$ cat src/rtl/audio_fifo_atn.sv
module audio_fifo_atn #(
  parameter int DATA_W = 24,
  parameter int DEPTH  = 16,
  parameter bit IS_TX  = 1'b0,
  localparam int PTR_W = $clog2(DEPTH),
  localparam int CNT_W = $clog2(DEPTH + 1)
) (
  input  logic              clk,
  input  logic              rst_n,
  input  logic              clr,
  input  logic              push,
  input  logic [DATA_W-1:0] push_data,
  input  logic              pop,
  output logic [DATA_W-1:0] pop_data,
  input  logic [1:0]        atn_sel,
  output logic [CNT_W-1:0]  slot_cnt,
  output logic              atn,
  output logic              full,
  output logic              empty,
  output logic              ovr_err,
  output logic              udr_err
);

  localparam int STEP = DEPTH / 4;

  logic [DATA_W-1:0] mem [DEPTH];
  logic [PTR_W-1:0]  wr_ptr, rd_ptr;
  logic [CNT_W-1:0]  fill;
  logic [CNT_W-1:0]  level;
  logic              do_push, do_pop;

  function automatic logic [PTR_W-1:0] ptr_next(input logic [PTR_W-1:0] p);
    return (p == PTR_W'(DEPTH - 1)) ? '0 : p + 1'b1;
  endfunction

  assign full    = (fill == CNT_W'(DEPTH));
  assign empty   = (fill == '0);
  assign do_push = push && !clr && !full;
  assign do_pop  = pop  && !clr && !empty;

  always_ff @(posedge clk) begin
    if (do_push) mem[wr_ptr] <= push_data;
  end

  assign pop_data = mem[rd_ptr];

  always_ff @(posedge clk or negedge rst_n) begin
    if (!rst_n) begin
      wr_ptr <= '0;
      rd_ptr <= '0;
      fill   <= '0;
    end else if (clr) begin
      wr_ptr <= '0;
      rd_ptr <= '0;
      fill   <= '0;
    end else begin
      if (do_push) wr_ptr <= ptr_next(wr_ptr);
      if (do_pop)  rd_ptr <= ptr_next(rd_ptr);
      case ({do_push, do_pop})
        2'b10:   fill <= fill + 1'b1;
        2'b01:   fill <= fill - 1'b1;
        default: fill <= fill;
      endcase
    end
  end

  always_ff @(posedge clk or negedge rst_n) begin
    if (!rst_n) begin
      ovr_err <= 1'b0;
      udr_err <= 1'b0;
    end else begin
      ovr_err <= push && !clr && full;
      udr_err <= pop  && !clr && empty;
    end
  end

  always_comb begin
    case (atn_sel)
      2'b00:   level = CNT_W'(1);
      2'b01:   level = CNT_W'(STEP);
      2'b10:   level = CNT_W'(2 * STEP);
      default: level = CNT_W'(3 * STEP);
    endcase
  end

  generate
    if (IS_TX) begin : g_tx
      assign slot_cnt = CNT_W'(DEPTH) - fill;
    end else begin : g_rx
      assign slot_cnt = fill;
    end
  endgenerate

  assign atn = (slot_cnt >= level);

endmodule


$ cat config.mk
export PLATFORM = sky130hd
export DESIGN_NAME = audio_fifo_atn
export DESIGN_NICKNAME = d
export VERILOG_FILES = /design/src/rtl/audio_fifo_atn.sv
export SDC_FILE = /design/constraint.sdc
export NUM_CORES = 1
export LEC_CHECK = 0
export ABC_AREA = 1
export BUFFER_PORTS_ARGS = -buffer_cell sky130_fd_sc_hd__buf_2
export CORE_UTILIZATION = 45
export DETAILED_ROUTE_END_ITERATION = 16
export PLACE_DENSITY = 0.73
export SLEW_MARGIN = 20
export SYNTH_ARGS = -nofsm -noshare
export SYNTH_HDL_FRONTEND = slang
export SYNTH_SLANG_ARGS = --single-unit
$ cat constraint.sdc
create_clock -name clk -period 3.15 [get_ports clk]
set_input_delay 0.63 -clock clk [delete_from_list [all_inputs] [get_ports clk]]
set_output_delay 0.63 -clock clk [all_outputs]
set_load 0.01 [all_outputs]
==> run_results.csv, run 1 <==
group,metric,value,unit
run_status,status,"finished clean",
worst_hold_path,hold_path_class,"primary input to asynchronous set/reset pin",
timing,slew_headroom,48.7,%
clocking,clock-root-buffer,"clkbuf_16",
placement,post-dp-hpwl,20500,µm
timing,rsz0062_at_grt,"no",
grt,antenna_found_initial,2,
die,die_w,191,µm
die,initial_core_util,46.0,%
clocking,htreeDepth,2,
clocking,clockBufferDepth,3,
die,placementRows,68,
route,via_per_inst,5.79,
die,die_h,191,µm
die,coreArea,34800,µm²
yosys,syn_area_per_cell,13.9,µm²
timing,fmax,328,MHz
yosys,synthFlopType,"edfxtp_1",
grt,first_global_vias,9430,
finish,drive_above_1_share,15.9,%
timing,clock_skew,0.0112,ns
placement,place_ws,0.444,ns
route,vias,9898,
yosys,ys_seq_elements,399,
route,ant_nets,0,
clocking,cts.sinks,399,
timing,period_minus_slack,3.05,ns
setup_path,start_kind,"register",
grt,grt_start_max_net_pins,104,
placement,place.gp.congestion,0.798,
finish,final_common_cell,"edfxtp_1",
placement,portBuffers,64,
yosys,syn_inst,1152,
die,dieArea,36300,µm²
finish,nets,1264,
die,pin_count,65,
pwr,irDropWorstVdd,0.492,mV
clocking,clk_latency,0.52,ns
yosys,synth_top_area_cell,"edfxtp_1",
yosys,seq_area_frac_synth,74.4,%
yosys,ys_types,40,
route,wl,37900,µm
flow_run,maxCapViolCount,0,
timing,holdWs,0.0156,ns
pwr,p_leak,6.17,nW
yosys,yosys.area.top_type_share,72.1,%
grt,grt_overflow,0,
pwr,p_per_area,781,nW/µm²
grt,grt_pass1_wl,56000,µm
setup_path,cp_data_required_time,2.52,ns
yosys,syn_area,16000,µm²
clocking,cts_buffers,39,
timing,setup_violations,0,
route,drc,0,
timing,max_slew.worst_pin.slew,0.769,ns
timing,hold_viol,0,
yosys,synth_edf_count,384,
finish,final_cell_mix,"384 x edfxtp_1, 213 x nor2_1, 105 x o21ai_0",
timing,final.period_utilization,96.9,%
yosys,ys_warn_count,0,
grt,grt_util_all_layers,20.6,%
route,post_drt_wl_per_cell,22.2,µm
timing,layout_setup_ws,0.0990,ns
setup_path,cp.arrival,2.42,ns
route,drtIter0Drc,1289,
finish,area_growth,16.1,%
setup_path,end_kind,"output pin",
timing,report.final.slew_viol_count,0,
setup_path,worst-path-max-fanout,48,
yosys,synth.area.top_cells,"edfxtp_1 72%, nor2_1 5.4%, o21ai_0 3.3%",
clocking,cts_tree,"built",
yosys,synth_nets,1192,
yosys,ys_async_sr_fraction,3.76,%
timing,tns,0,ns
setup_path,criticalPathCategory,"register to output pin",
clocking,clk_pin_slew,0.06,ns
route,dr.pass1.iters,5,
-- through the flow --
| step | total power [mW] | instances | utilization [%] | area [µm²] |
|---|---|---|---|---|
| after floorplan | 8.47 | 1152 | - | 16000 |
| after global placement | 9.47 | 1636 | 49.2 | 17100 |
| after detailed placement | 9.54 | 1636 | 49.2 | 17100 |
| after CTS | 14.4 | 1707 | 53.2 | 18500 |
| after global routing | 15.0 | 1709 | 53.4 | 18600 |
| final | 14.5 | 1710 | 53.4 | 18600 |
-- power by group --
group	internal, mW	switching [mW]	leakage (nW)	total (mW)
registers	5.93	0.132	3.66	6.06
clock network	3.03	1.90	0.670	4.93
logic	1.26	2.27	1.84	3.52
total	10.2	4.30	6.17	14.5
-- registers in the layout, indices dropped and copies added (netlist names) --
| register | count |
|---|---|
| mem | 384 |
| slot_cnt | 5 |
| rd_ptr | 4 |
| wr_ptr | 4 |
| ovr_err | 1 |
| udr_err | 1 |
-- cells in the mapped netlist (all sizes together), types with 2 or more instances --
cell,instances
edfxtp,384
nor3,3
o21ai,105
o211ai,7
inv,26
xor2,3
nand2,90
clkinv,2
nor2,235
clkbuf,33
mux2i,41
nand3,53
dfrtp,15
buf,38
a21oi,2
o221ai,41
o32ai,55
ha,9
-- what timing repair did --
action,in CTS,in global routing
resized for setup,3,6
setup buffers,0,1
hold buffers,0,0
endpoints found under the setup margin,3,8
endpoints found under the hold margin,0,0
cloned,0,1
-- worst paths after layout --
check	start	end	slack [ns]	cells after the start
max	rd_ptr[0]$_DFFE_PN0P_	pop_data[22]	0.1	7
min	rst_n	ovr_err$_DFF_PN0_	0.02	1
max reg2reg	slot_cnt[2]$_DFFE_PN0P_	mem[14][22]$_DFFE_PP_	0.90	7
min reg2reg	slot_cnt[4]$_DFFE_PN0P_	slot_cnt[4]$_DFFE_PN0P_	0.59	2
max in group asynchronous	rst_n	rd_ptr[0]$_DFFE_PN0P_	2.82	1
min in group clk	push	ovr_err$_DFF_PN0_	0.36	3
-- per-layer routing --
layer	vias up	GRT usage, %	share of wire [%]	wire [µm]
li1	4471	-	-	-
met1	4871	29.0	42	15800
met2	478	32.2	47	17900
met3	76	3.48	8.2	3100
met4	2	7.78	2.8	1050
met5	-	0	0.037	14
-- worst max-delay path, stage by stage (launching register included) --
cell	delay [ns]
dfrtp_4	0.58
inv_4	0.16
buf_12	0.25
nor2_1	0.07
o32ai_1	0.45
nand2_1	0.11
nand3_1	0.11
buf_2	0.13
-- final cells by class --
type / instances / area, µm²
antenna: 1 / 2.50
fill: 2751 / 16200
inverter: 28 / 110
clock inverter: 18 / 265
multi-input combinational: 654 / 3780
sequential: 399 / 11900
timing repair buffer: 102 / 826
clock buffer: 53 / 1100
tap: 455 / 569
-- cells by family after synthesis --
logic type	synth area share, %
flip-flops	74.4
AND/OR/NAND/NOR	9.91
AO/OA/AOI/OAI	9.26
buffers and inverters	2.99
multiplexers	2.56
adder cells (fa/ha/maj)	0.704
XOR/XNOR	0.164
No activity file was read; power rests on OpenSTA's default activity.
==> inputs of run 2 (changes only) <==
--- a/config.mk
+++ b/config.mk
@@ -6,7 +6,7 @@
 export NUM_CORES = 1
 export LEC_CHECK = 0
 export ABC_AREA = 1
-export BUFFER_PORTS_ARGS = -buffer_cell sky130_fd_sc_hd__buf_2
+export BUFFER_PORTS_ARGS = -buffer_cell sky130_fd_sc_hd__buf_4
 export CORE_UTILIZATION = 45
 export DETAILED_ROUTE_END_ITERATION = 16
 export PLACE_DENSITY = 0.73
==> run_results.csv, run 2 (synthesized netlist as in run 1, its figures left out) <==
group,metric,value,unit
pwr,p_int,9.88,mW
timing,max_slew.worst_pin.slew,0.584,ns
pwr,p_per_area,759,nW/µm²
grt,grt_pass1_wl,55700,µm
route,post_drt_wl_per_cell,21.8,µm
die,initial_core_util,46.0,%
finish,final_common_cell,"edfxtp_1",
setup_path,cp.arrival,2.41,ns
route,wl,37300,µm
worst_hold_path,hold_path_class,"primary input to register",
finish,top_register,"mem",
placement,place_ws,0.614,ns
grt,first_global_vias,9631,
route,via_per_inst,5.76,
timing,final.period_utilization,96.4,%
placement,post-dp-hpwl,20400,µm
route,drc,0,
pwr,seqPwrFrac,43.2,%
setup_path,reg2reg_from,"slot_cnt[2]$_DFFE_PN0P_",
pwr,p_leak,6.15,nW
die,pin_count,65,
pwr,clkPwrFrac,31.7,%
worst_hold_path,worstHoldStart,"clr",
clocking,cts_tree,"built",
setup_path,rr_worst_depth,7,
pwr,pwr-share-comb,25.1,%
setup_path,end_kind,"output pin",
clocking,cts_buffers,40,
clocking,clock-root-buffer,"clkbuf_16",
grt,antenna_found_initial,0,
clocking,cts.sinks,399,
grt,grt_start_max_net_pins,127,
timing,setup_violations,0,
die,coreArea,34800,µm²
route,drtIter0Drc,1104,
finish,nets,1268,
clocking,clk_pin_slew,0.07,ns
clocking,htreeDepth,2,
worst_hold_path,hold_end,"udr_err$_DFF_PN0_",
route,dr.pass1.iters,5,
finish,largest_register_ffs,384,
worst_hold_path,holdPathStages,2,
finish,drive_above_1_share,15.1,%
grt,grt_util_all_layers,20.3,%
clocking,clockBufferDepth,3,
die,dieArea,36300,µm²
route,met1_length,15800,µm
timing,report.final.slew_viol_count,0,
pwr,irDropWorstVdd,0.521,mV
die,die_h,191,µm
route,ant_nets,0,
timing,slew_headroom,61.0,%
die,die_w,191,µm
flow_run,maxCapViolCount,0,
placement,place.gp.congestion,0.780,
route,top_layer,"met4",
route,vias,9868,
timing,layout_setup_ws,0.114,ns
setup_path,start_kind,"register",
placement,portBuffers,64,
route,dr_wl_met2,17600,µm
pwr,power_switching,4.23,mW
clocking,clk_latency,0.54,ns
route,met3_length,3000,µm
pwr,swShare,30.0,%
setup_path,cp_data_required_time,2.52,ns
timing,period_minus_slack,3.04,ns
die,placementRows,68,
timing,holdWs,0.348,ns
finish,diodes,0,
setup_path,reg2reg_to,"mem[12][21]$_DFFE_PP_",
run_status,status,"finished clean",
setup_path,criticalPathCategory,"register to output pin",
timing,fmax,329,MHz
finish,nFillCells,2728,
finish,area_growth,16.2,%
grt,grt_overflow,0,
finish,final_cell_mix,"384 x edfxtp_1, 213 x nor2_1, 105 x o21ai_0",
setup_path,worst-path-max-fanout,29,
setup_path,reg2reg_setup_slack,0.84,ns
timing,hold_viol,0,
timing,clock_skew,0.0140,ns
-- run 2: changes by cell type in the layout (fill, tap and decap cells not counted), moves of 3 or more --
cell       before  now
buf_2          64    0
o32ai_1        49   55
bufinv_16       7    2
buf_4          20   84
clkinv_1        6   10
o32ai_2         6    0
inv_6           0    3
nor2_4         17   14
nor2_2          5    8
clkbuf_8        3    0
-- run 2: per-layer routing --
| metal | vias up | track usage, % |
|---|---|---|
| met5 | - | 0 |
| met3 | 75 | 3.04 |
| met1 | 4868 | 28.9 |
| met2 | 437 | 32.2 |
| li1 | 4488 | - |
| met4 | 0 | 6.28 |
-- run 2: worst max-delay path by stage --
stage	from	to	slack (ns)	cells past startpoint
floorplan	clr	mem[11][0]$_DFFE_PP_	0.44	6
global placement	rd_ptr[0]$_DFFE_PN0P_	pop_data[2]	0.62	7
detailed placement	clr	mem[12][17]$_DFFE_PP_	0.61	7
CTS	rd_ptr[0]$_DFFE_PN0P_	pop_data[15]	0.06	6
global route	rd_ptr[0]$_DFFE_PN0P_	pop_data[9]	-0.005	7
finish	rd_ptr[0]$_DFFE_PN0P_	pop_data[18]	0.11	7
-- run 2: layout make-up --
| type | instances | area [µm²] | area share, % |
|---|---|---|---|
| Clock inverter | 19 | 150 | 0.808 |
| Tap cell | 455 | 569 | 3.06 |
| Sequential cell | 399 | 11900 | 64.1 |
| Timing Repair Buffer | 105 | 1050 | 5.66 |
| Inverter | 28 | 113 | 0.606 |
| Clock buffer | 52 | 1070 | 5.74 |
| Multi-Input combinational cell | 654 | 3720 | 20.0 |
-- run 2: worst max-delay path, cell delays in order (launching register included) --
cell and delay, ns:
dfrtp_4 0.58, inv_6 0.29, buf_12 0.22, nor2_1 0.06
o32ai_1 0.27, nand2_1 0.10, nand3_1 0.19, buf_4 0.16
-- run 2: repair_timing --
item                       in CTS  in global routing
setup endpoints to repair       0                 14
gates resized for setup         0                  3
hold endpoints to repair       15                  0
setup buffers                   0                  1
hold buffers                    1                  0
-- run 2: power groups by stage --
stage	Combinational (mW)	Clock (mW)	Sequential, mW
2_1_floorplan	2.36	0	6.11
3_3_place_gp	3.31	0	6.20
3_5_place_dp	3.40	0	6.20
4_1_cts	3.42	4.51	6.09
5_1_grt	3.85	4.73	6.10
6_report	3.54	4.48	6.09
-- run 2: metrics by stage --
step	TNS (ns)	util [%]	area (µm²)	instances	power, mW
after floorplan	0	-	16000	1152	8.47
after global placement	0	49.7	17300	1638	9.51
after detailed placement	0	49.7	17300	1638	9.60
after CTS	0	53.2	18500	1710	14.0
after global routing	-0.00489	53.4	18600	1712	14.7
final	0	53.4	18600	1712	14.1
